--- config.mk ---
export PLATFORM = sky130hd
export DESIGN_NAME = sq4_sram
export DESIGN_NICKNAME = d
export VERILOG_FILES = /design/src/rtl/sq4_pkg.sv /design/src/rtl/sq4_cmd_ctrl.sv /design/src/rtl/sq4_burst_seq.sv /design/src/rtl/sq4_array.sv /design/src/rtl/sq4_sram.sv
export SDC_FILE = /design/constraint.sdc
export NUM_CORES = 1
export LEC_CHECK = 0
export ABC_AREA = 0
export BUFFER_PORTS_ARGS = -buffer_cell sky130_fd_sc_hd__buf_2
export CAP_MARGIN = 20
export CORE_UTILIZATION = 40
export CTS_CLUSTER_SIZE = 16
export DETAILED_ROUTE_END_ITERATION = 10
export GPL_ROUTABILITY_DRIVEN = 0
export PLACE_DENSITY_LB_ADDON = 0.12
export SLEW_MARGIN = 40
export SYNTH_ARGS = -nofsm -noshare
export SYNTH_HDL_FRONTEND = slang
export SYNTH_SLANG_ARGS = --single-unit
--- constraint.sdc ---
create_clock -name clk -period 2.5 [get_ports clk]
set_input_delay 0.5 -clock clk [delete_from_list [all_inputs] [get_ports clk]]
set_output_delay 0.5 -clock clk [all_outputs]
set_load 0.03 [all_outputs]
--- src/rtl/sq4_pkg.sv ---
// Shared types for the burst-of-four split-port SRAM.
package sq4_pkg;
    // Command loaded at the most recent command edge
    typedef enum logic [1:0] {
        CMD_IDLE  = 2'd0,
        CMD_READ  = 2'd1,
        CMD_WRITE = 2'd2
    } sq4_cmd_t;

    localparam int BURST_LEN = 4;
    localparam int BEAT_W    = 2;
endpackage

--- src/rtl/sq4_cmd_ctrl.sv ---
// Command acceptance. It decides, at each command edge, whether a read or a
// write starts, based on the strobes and the command loaded on the previous
// command edge. Assumes kphase alternates 1,0,1,0 on consecutive beats.
module sq4_cmd_ctrl
    import sq4_pkg::*;
(
    input  logic clk,
    input  logic rst_n,
    input  logic kphase,
    input  logic rd_n,
    input  logic wr_n,
    output logic rd_go,
    output logic wr_go
);
    sq4_cmd_t last_q;

    // Start decisions for this beat
    always_comb begin
        rd_go = kphase && !rd_n && (last_q != CMD_READ);
        wr_go = kphase && !wr_n && rd_n && (last_q != CMD_WRITE);
    end

    // Remember what this command edge loaded (ignored and deselect load idle)
    always_ff @(posedge clk) begin
        if (!rst_n)
            last_q <= CMD_IDLE;
        else if (kphase)
            last_q <= rd_go ? CMD_READ : (wr_go ? CMD_WRITE : CMD_IDLE);
    end

    // two reads are never accepted on consecutive command edges
    p_rd_spacing_r3: assert property (@(posedge clk) disable iff (!rst_n)
        rd_go |=> ##1 !rd_go);

    // two writes are never accepted on consecutive command edges
    p_wr_spacing_r4: assert property (@(posedge clk) disable iff (!rst_n)
        wr_go |=> ##1 !wr_go);
endmodule

--- src/rtl/sq4_burst_seq.sv ---
// Burst sequencer for one port. A start records the burst address as
// pending. The burst runs four beats, either from the next beat when idle or
// directly after the current burst's last beat. Assumes starts arrive only
// on command edges and at most every second command edge.
module sq4_burst_seq
    import sq4_pkg::*;
#(
    parameter int ADDR_W = 3,
    localparam int WORD_W = ADDR_W + BEAT_W
) (
    input  logic              clk,
    input  logic              rst_n,
    input  logic              start,
    input  logic [ADDR_W-1:0] addr,
    output logic              active,
    output logic [WORD_W-1:0] word
);
    logic              busy_q, pend_q;
    logic [BEAT_W-1:0] beat_q;
    logic [ADDR_W-1:0] cur_q, pend_addr_q;
    logic              load;

    // A pending burst is taken up when idle or after the last beat
    assign load = pend_q && (!busy_q || (beat_q == BEAT_W'(BURST_LEN - 1)));

    // Track the pending request, the running burst and its beat index
    always_ff @(posedge clk) begin
        if (!rst_n) begin
            busy_q      <= 1'b0;
            pend_q      <= 1'b0;
            beat_q      <= '0;
            cur_q       <= '0;
            pend_addr_q <= '0;
        end else begin
            if (busy_q)
                beat_q <= beat_q + 1'b1;
            if (busy_q && beat_q == BEAT_W'(BURST_LEN - 1) && !pend_q)
                busy_q <= 1'b0;
            if (load) begin
                busy_q <= 1'b1;
                beat_q <= '0;
                cur_q  <= pend_addr_q;
                pend_q <= 1'b0;
            end
            if (start) begin
                pend_q      <= 1'b1;
                pend_addr_q <= addr;
            end
        end
    end

    assign active = busy_q;
    assign word   = {cur_q, beat_q};

    // a queued burst only waits while the running one is in its last beat
    p_queue_slot_r9: assert property (@(posedge clk) disable iff (!rst_n)
        (busy_q && pend_q) |-> (beat_q == BEAT_W'(BURST_LEN - 1)));

    // a start never lands on the edge that takes up a pending burst
    p_start_free_r9: assert property (@(posedge clk) disable iff (!rst_n)
        start |-> !load);
endmodule

--- src/rtl/sq4_array.sv ---
// Register storage split into byte lanes. There is one write port with
// per-lane active-low enables and one combinational read port. Cleared by
// reset.
module sq4_array #(
    parameter int WORD_W = 5,
    parameter int LANES  = 2,
    parameter int LANE_W = 9,
    localparam int WORDS  = 1 << WORD_W,
    localparam int DATA_W = LANES * LANE_W
) (
    input  logic              clk,
    input  logic              rst_n,
    input  logic              we,
    input  logic [WORD_W-1:0] waddr,
    input  logic [DATA_W-1:0] wdata,
    input  logic [LANES-1:0]  be_n,
    input  logic [WORD_W-1:0] raddr,
    output logic [DATA_W-1:0] rdata
);
    for (genvar l = 0; l < LANES; l++) begin : g_lane
        logic [LANE_W-1:0] mem [WORDS];

        // Clear on reset, otherwise store this lane when enabled
        always_ff @(posedge clk) begin
            if (!rst_n) begin
                for (int i = 0; i < WORDS; i++)
                    mem[i] <= '0;
            end else if (we && !be_n[l]) begin
                mem[waddr] <= wdata[l*LANE_W +: LANE_W];
            end
        end

        assign rdata[l*LANE_W +: LANE_W] = mem[raddr];
    end
endmodule

--- src/rtl/sq4_sram.sv ---
// Burst-of-four split-port SRAM top. Command acceptance drives one burst
// sequencer per port. The write sequencer stores wdata beat by beat and the
// read sequencer loads the registered read bus. Assumes kphase alternates
// and is 1 on the first beat after reset.
module sq4_sram
    import sq4_pkg::*;
#(
    parameter int ADDR_W = 3,
    parameter int LANES  = 2,
    parameter int LANE_W = 9,
    localparam int WORD_W = ADDR_W + BEAT_W,
    localparam int DATA_W = LANES * LANE_W
) (
    input  logic              clk,
    input  logic              rst_n,
    input  logic              kphase,
    input  logic              rd_n,
    input  logic              wr_n,
    input  logic [ADDR_W-1:0] addr,
    input  logic [DATA_W-1:0] wdata,
    input  logic [LANES-1:0]  be_n,
    output logic [DATA_W-1:0] rd_data,
    output logic              rd_valid
);
    logic              rd_go, wr_go;
    logic              rd_act, wr_act;
    logic [WORD_W-1:0] rd_word, wr_word;
    logic [DATA_W-1:0] arr_q;

    sq4_cmd_ctrl u_cmd (
        .clk(clk), .rst_n(rst_n), .kphase(kphase),
        .rd_n(rd_n), .wr_n(wr_n), .rd_go(rd_go), .wr_go(wr_go)
    );

    sq4_burst_seq #(.ADDR_W(ADDR_W)) u_rseq (
        .clk(clk), .rst_n(rst_n), .start(rd_go), .addr(addr),
        .active(rd_act), .word(rd_word)
    );

    sq4_burst_seq #(.ADDR_W(ADDR_W)) u_wseq (
        .clk(clk), .rst_n(rst_n), .start(wr_go), .addr(addr),
        .active(wr_act), .word(wr_word)
    );

    sq4_array #(.WORD_W(WORD_W), .LANES(LANES), .LANE_W(LANE_W)) u_arr (
        .clk(clk), .rst_n(rst_n), .we(wr_act), .waddr(wr_word),
        .wdata(wdata), .be_n(be_n), .raddr(rd_word), .rdata(arr_q)
    );

    // Register the read beat, zero when no read burst is running
    always_ff @(posedge clk) begin
        if (!rst_n || !rd_act) begin
            rd_valid <= 1'b0;
            rd_data  <= '0;
        end else begin
            rd_valid <= 1'b1;
            rd_data  <= arr_q;
        end
    end

    // the read bus is quiet whenever it is not valid
    p_quiet_bus_r11: assert property (@(posedge clk) disable iff (!rst_n)
        !rd_valid |-> (rd_data == '0));

    // a read burst, once it starts, stays valid for four beats
    p_four_beats_r7: assert property (@(posedge clk) disable iff (!rst_n)
        $rose(rd_valid) |=> rd_valid ##1 rd_valid ##1 rd_valid);
endmodule

Yosys cells after proc, flatten, opt, wreduce, memory -nomap -nowiden:

Memory sizes are Yosys's and may differ from the RTL's. A register that Yosys moved wholly into a read port is not among the register bits.
Index checks and enable logic that the tools add are counted.

* $add $sub $neg: 2
* eq/ne operators: 4
* mux-type cells: 24
* bitwise operators: 1
* reduce and logical (&&, ||, !) cells: 33

Operators with widths (number)
* $mux W1: 18
* $mux W9: 2
* $reduce_or A9 Y1: 2
* $logic_and A1 B1 Y1: 13
* $mux W5: 2
* $logic_not A1 Y1: 9
* $reduce_bool A2 Y1: 4
* $add A2 B1 Y2 const B: 2
* $eq A2 B2 Y1 const B: 2
* $mux W2: 2
* $reduce_or A2 Y1: 2
* $logic_or A1 B1 Y1: 3
* $ne A2 B1 Y1 const B: 1
* $ne A2 B2 Y1 const B: 1
* $not A1 Y1: 1

* bits in registers: 23
* RAM bits: 576
* output and inout bits: 19
* memories kept: 2

Memories
* u_arr.g_lane[0].mem: depth 32, bits a word 9, rd ports 1, clocked after Yosys merged registers in 1, write ports 32, line sq4_array.sv:21 `logic [LANE_W-1:0] mem [WORDS];`
* u_arr.g_lane[1].mem: depth 32, bits a word 9, rd ports 1, clocked after Yosys merged registers in 1, write ports 32, line sq4_array.sv:21

Longest topological paths before layout:

* depth after elaboration: 7
* mapped depth: 9
* gate-level depth less buffers: 6

By module:

Synthesis repeated with hierarchy kept, for this count alone.

* cells, all modules: 2149
* area total of the unflattened synthesis: 28358.4 um2

By module, submodules not included
* sq4_array: times used 1, cells an instance 2021, area an instance 26908.3 um2
* sq4_burst_seq: times used 2, cells an instance 39, area an instance 406.6 um2
* sq4_sram: times used 1, cells an instance 40, area an instance 530.5 um2
* sq4_cmd_ctrl: times used 1, cells an instance 10, area an instance 106.4 um2

Worst setup path before layout:

OpenSTA, ideal clock, no wires.

* path type: input port to flip-flop
* start point: input port rst_n
* end point: memory u_arr.g_lane[1].mem[0][0] (enable)
* library setup time: 0.387 ns
* data arrival time: 2.012 ns
* required time: 2.113 ns
* setup slack: 0.101 ns
* cell stages on the path: 5
* cell sequence: buf_2 > nor2b_1 > nand3_1 > clkbuf_1 > o21ai_0

RTL lines
* start: declaration: line sq4_sram.sv:15 `input logic rst_n,`
* end: declaration: line sq4_array.sv:21

==> results.sh <==
export IMPL_status="finished clean"
export IMPL_core_area_sq_mm=0.0692
export IMPL_vias=15600
export IMPL_worstHoldEndpoint="u_rseq.pend_addr_q[2]$_SDFFE_PN0P_"
export IMPL_met1_usage=0.276
export IMPL_r2r_slack_ps=140
export IMPL_totalWireLength_microns=74200
export IMPL_die_area_sq_mm=0.0715
export IMPL_fin_tns_setup_ps=0
export IMPL_grt_use_total=0.213
export IMPL_hp_start="addr[2]"
export IMPL_startpoint_type="flip-flop"
export IMPL_cts_buffer_depth=3
export IMPL_critPathTopFamily="multiplexers"
export IMPL_worstSetupEndpointType="flip-flop"
export IMPL_synth_edff_count=576
export IMPL_nets=2004
export IMPL_slowest_stage="dfxtp_4"
export IMPL_cp_arrival_ps=2830
export IMPL_cts_setup_buffers=0
export IMPL_yosysSeqAreaShare=0.643
export IMPL_slew_headroom=0.479
export IMPL_ant_nets=0
export IMPL_row_count=96
export IMPL_grtUsageMet3=0.0330
export IMPL_dp_hpwl_microns=47900
export IMPL_fin_skew_ps=20.1
export IMPL_synth_top_cell_area_share=0.614
export IMPL_power_density_mw_per_mm2=721
export IMPL_synth_avg_cell_area_sq_um=15.2
export IMPL_nFillCells=6092
export IMPL_critPathBufInv=2
export IMPL_clock_root_buffer="clkbuf_16"
export IMPL_overflow=0
export IMPL_fin_crit_sh=0.943
export IMPL_post_route_util=0.467
export IMPL_multi_input_area_sq_mm=0.00928
export IMPL_cpPeakStageDelay_ps=580
export IMPL_vdd_drop_max_mv=0.501
export IMPL_min_path_cells=3
export IMPL_drt_iter0_drc=1231
export IMPL_grt_max_degree=47
export IMPL_hp_class="in -> reg"
export IMPL_hold_buffers=0
export IMPL_setup_viol=0
export IMPL_crit_type="reg -> reg"
export IMPL_cts_resized=0
export IMPL_hold_viol_final=0
export IMPL_r2r_start="u_rseq.beat_q[0]$_SDFFE_PP0P_"
export IMPL_worst_slew_pin_slew_ps=781
export IMPL_synth_top_cell_by_area="edfxtp_1"
export IMPL_slew_viol_final=0
export IMPL_die_x_microns=267
export IMPL_start_util=0.407
export IMPL_synth_flop_cell="edfxtp_1"
export IMPL_cap_violations=0
export IMPL_cts_tree="built"
export IMPL_syn_nets=1887
export IMPL_htree_num_levels=3
export IMPL_syn_inst=1853
export IMPL_final_seq_area_sq_mm=0.0181
export IMPL_top_usage_layer="met2"
export IMPL_drt_pass1_iter_count=5
export IMPL_io_buffers=46
export IMPL_first_global_vias=16200
export IMPL_crit_required_ps=2970
export IMPL_use_met2=0.367
export IMPL_grt_first_pass_wirelength_microns=110000
export IMPL_clkSinkCount=617
export IMPL_yosys_top_cells_area="edfxtp_1 (61%), and2_1 (13%), mux4_2 (5.8%)"
export IMPL_p_leak_nw=11.8
export IMPL_rsz0062_at_grt="no"
export IMPL_insertion_delay_ps=610
export IMPL_cts_buffers=71
export IMPL_crit_path_cell_trace="buf_12 -> buf_4 -> mux4_2 -> mux2i_1 -> a221o_1 -> a31oi_1"
export IMPL_synthToLayoutAreaGrowth_pct=14.6
export IMPL_cts_clk_slew_worst_paths_ps=60
export IMPL_ios=47
export IMPL_via_per_inst=5.27
export IMPL_die_h_microns=267
export IMPL_worst_r2r_endpoint="rd_data[14]$_SDFF_PN0_"
export IMPL_route_detailed_drc=0
export IMPL_avgRoutedWirePerCell_microns=25.1
export IMPL_async_flop_share=0
export IMPL_rr_worst_depth=6
export IMPL_ys_warn_count=0
export IMPL_layout_drive_gt1_share=0.186
export IMPL_antenna_found_initial=0
export IMPL_hold_worst_slack_ps=172
export IMPL_synthesis_area_sq_mm=0.0282
export IMPL_antennaDiodeCount=0
export IMPL_fmax_ghz=0.424
export IMPL_crit_fanout=17
export IMPL_ys_types=41
export IMPL_fin_crit_ps=2360
export IMPL_synth_seq_cells=617
[power breakdown]
| part | internal, mW | switching (mW) | total (mW) |
|---|---|---|---|
| Clock | 6.18 | 4.20 | 10.4 |
| Combinational | 0.447 | 0.746 | 1.19 |
| Sequential | 11.6 | 0.122 | 11.7 |
| Total | 18.2 | 5.06 | 23.3 |
[tightest hold or removal path, cell delays in order]
cell and delay [ps]:
buf_2 100, mux2i_1 60, nor2b_1 90
[registers in the layout (all words and copies together) (netlist names)]
register / flops
u_wseq.beat_q: 2
u_wseq.cur_q: 3
u_rseq.cur_q: 3
rd_data: 18
u_cmd.last_q: 2
u_rseq.pend_addr_q: 3
rd_valid: 1
u_rseq.beat_q: 2
u_wseq.active: 1
u_arr.g_lane.mem: 576
u_rseq.active: 1
u_wseq.pend_q: 1
u_rseq.pend_q: 1
u_wseq.pend_addr_q: 3
[area by class of cell]
cell class,count,share of cell area
Sequential cell,617,0.562
Inverter,4,0.000465
Timing Repair Buffer,187,0.0426
Clock buffer,95,0.0624
Clock inverter,34,0.00938
Tap cell,931,0.0361
Multi-Input combinational cell,1089,0.287
[cell families after synthesis]
group / after synthesis / synth area share
buffers and inverters: 147 / 0.0277
AOI/OAI and AO/OA: 163 / 0.0378
and+or+nand+nor: 710 / 0.151
adders and majority gates: 6 / 0.00267
muxes: 210 / 0.138
DFF: 617 / 0.643
[cells in the final DEF (no fill, tap or decap), types with 4 or more instances in the layout]
cell type,n
a31oi_1,18
nor2_1,64
buf_2,46
a221o_1,18
a221oi_1,14
mux4_2,73
a21oi_1,4
edfxtp_1,576
dfxtp_1,38
o21ai_0,70
o2111ai_1,4
clkbuf_16,76
a22oi_1,20
bufinv_16,5
nor2_2,6
clkbuf_1,15
o21ai_1,8
mux2i_1,84
mux4_1,53
nand2b_1,4
nand3_1,8
buf_12,7
clkinv_2,10
ha_1,6
clkinv_1,12
o21a_1,4
nor2b_1,24
nand2_1,14
nand3b_1,4
buf_4,134
and2_1,576
clkbuf_8,4
[how the worst max path moves through the flow]
stage | from | endpoint | slack, ps | cells past startpoint
2_1_floorplan | rst_n | u_arr.g_lane[1].mem[0][0]$_SDFFCE_PN0P_ | 100 | 5
3_3_place_gp | rst_n | u_arr.g_lane[1].mem[3][5]$_SDFFCE_PN0P_ | 150 | 6
3_5_place_dp | rst_n | u_arr.g_lane[1].mem[3][5]$_SDFFCE_PN0P_ | 140 | 6
4_1_cts | u_rseq.beat_q[0]$_SDFFE_PP0P_ | rd_data[14]$_SDFF_PN0_ | 130 | 6
5_1_grt | u_rseq.beat_q[0]$_SDFFE_PP0P_ | rd_data[14]$_SDFF_PN0_ | 70 | 6
6_report | u_rseq.beat_q[0]$_SDFFE_PP0P_ | rd_data[14]$_SDFF_PN0_ | 140 | 6
[synthesized netlist by cell type (2+ instances only)]
cell type and count:
edfxtp_1 576, buf_4 6, and2_1 576, nand3b_1 4, ha_1 6, buf_12 5
mux4_2 73, o21ai_1 8, nand3_1 8, o21a_1 4, nor2_2 5, o21ai_0 70
inv_1 4, nor2b_1 24, o2111ai_1 4, a221o_1 18, a21oi_1 4, clkbuf_1 102
buf_6 14, nor2_1 65, a31oi_1 18, nand2_1 14, buf_2 14, a22oi_1 20
or2_1 2, a221oi_1 14, nand2b_1 4, nor3_1 2, dfxtp_1 41, mux4_1 53
mux2i_1 84, a21boi_0 2
[routing by layer]
metal / routed length [microns] / vias to the layer above / part of all wire
met5: 0 / - / 0
met4: 2100 / 0 / 0.028
met3: 3020 / 112 / 0.041
met2: 37500 / 366 / 0.51
met1: 31500 / 7967 / 0.43
li1: - / 7135 / -
[metrics by stage]
stage / setup slack [ps] / instances / total power [mW] / cell area [sq um]
finish: 141 / 2957 / 23.3 / 32300
global route: 68.6 / 2957 / 24.0 / 32300
CTS: 127 / 2957 / 23.5 / 32300
detailed placement: 142 / 2828 / 13.1 / 30000
global placement: 147 / 2828 / 13.1 / 30000
floorplan: 101 / 1853 / 12.6 / 28200
Note: power is estimated with default switching activity, not from simulation.
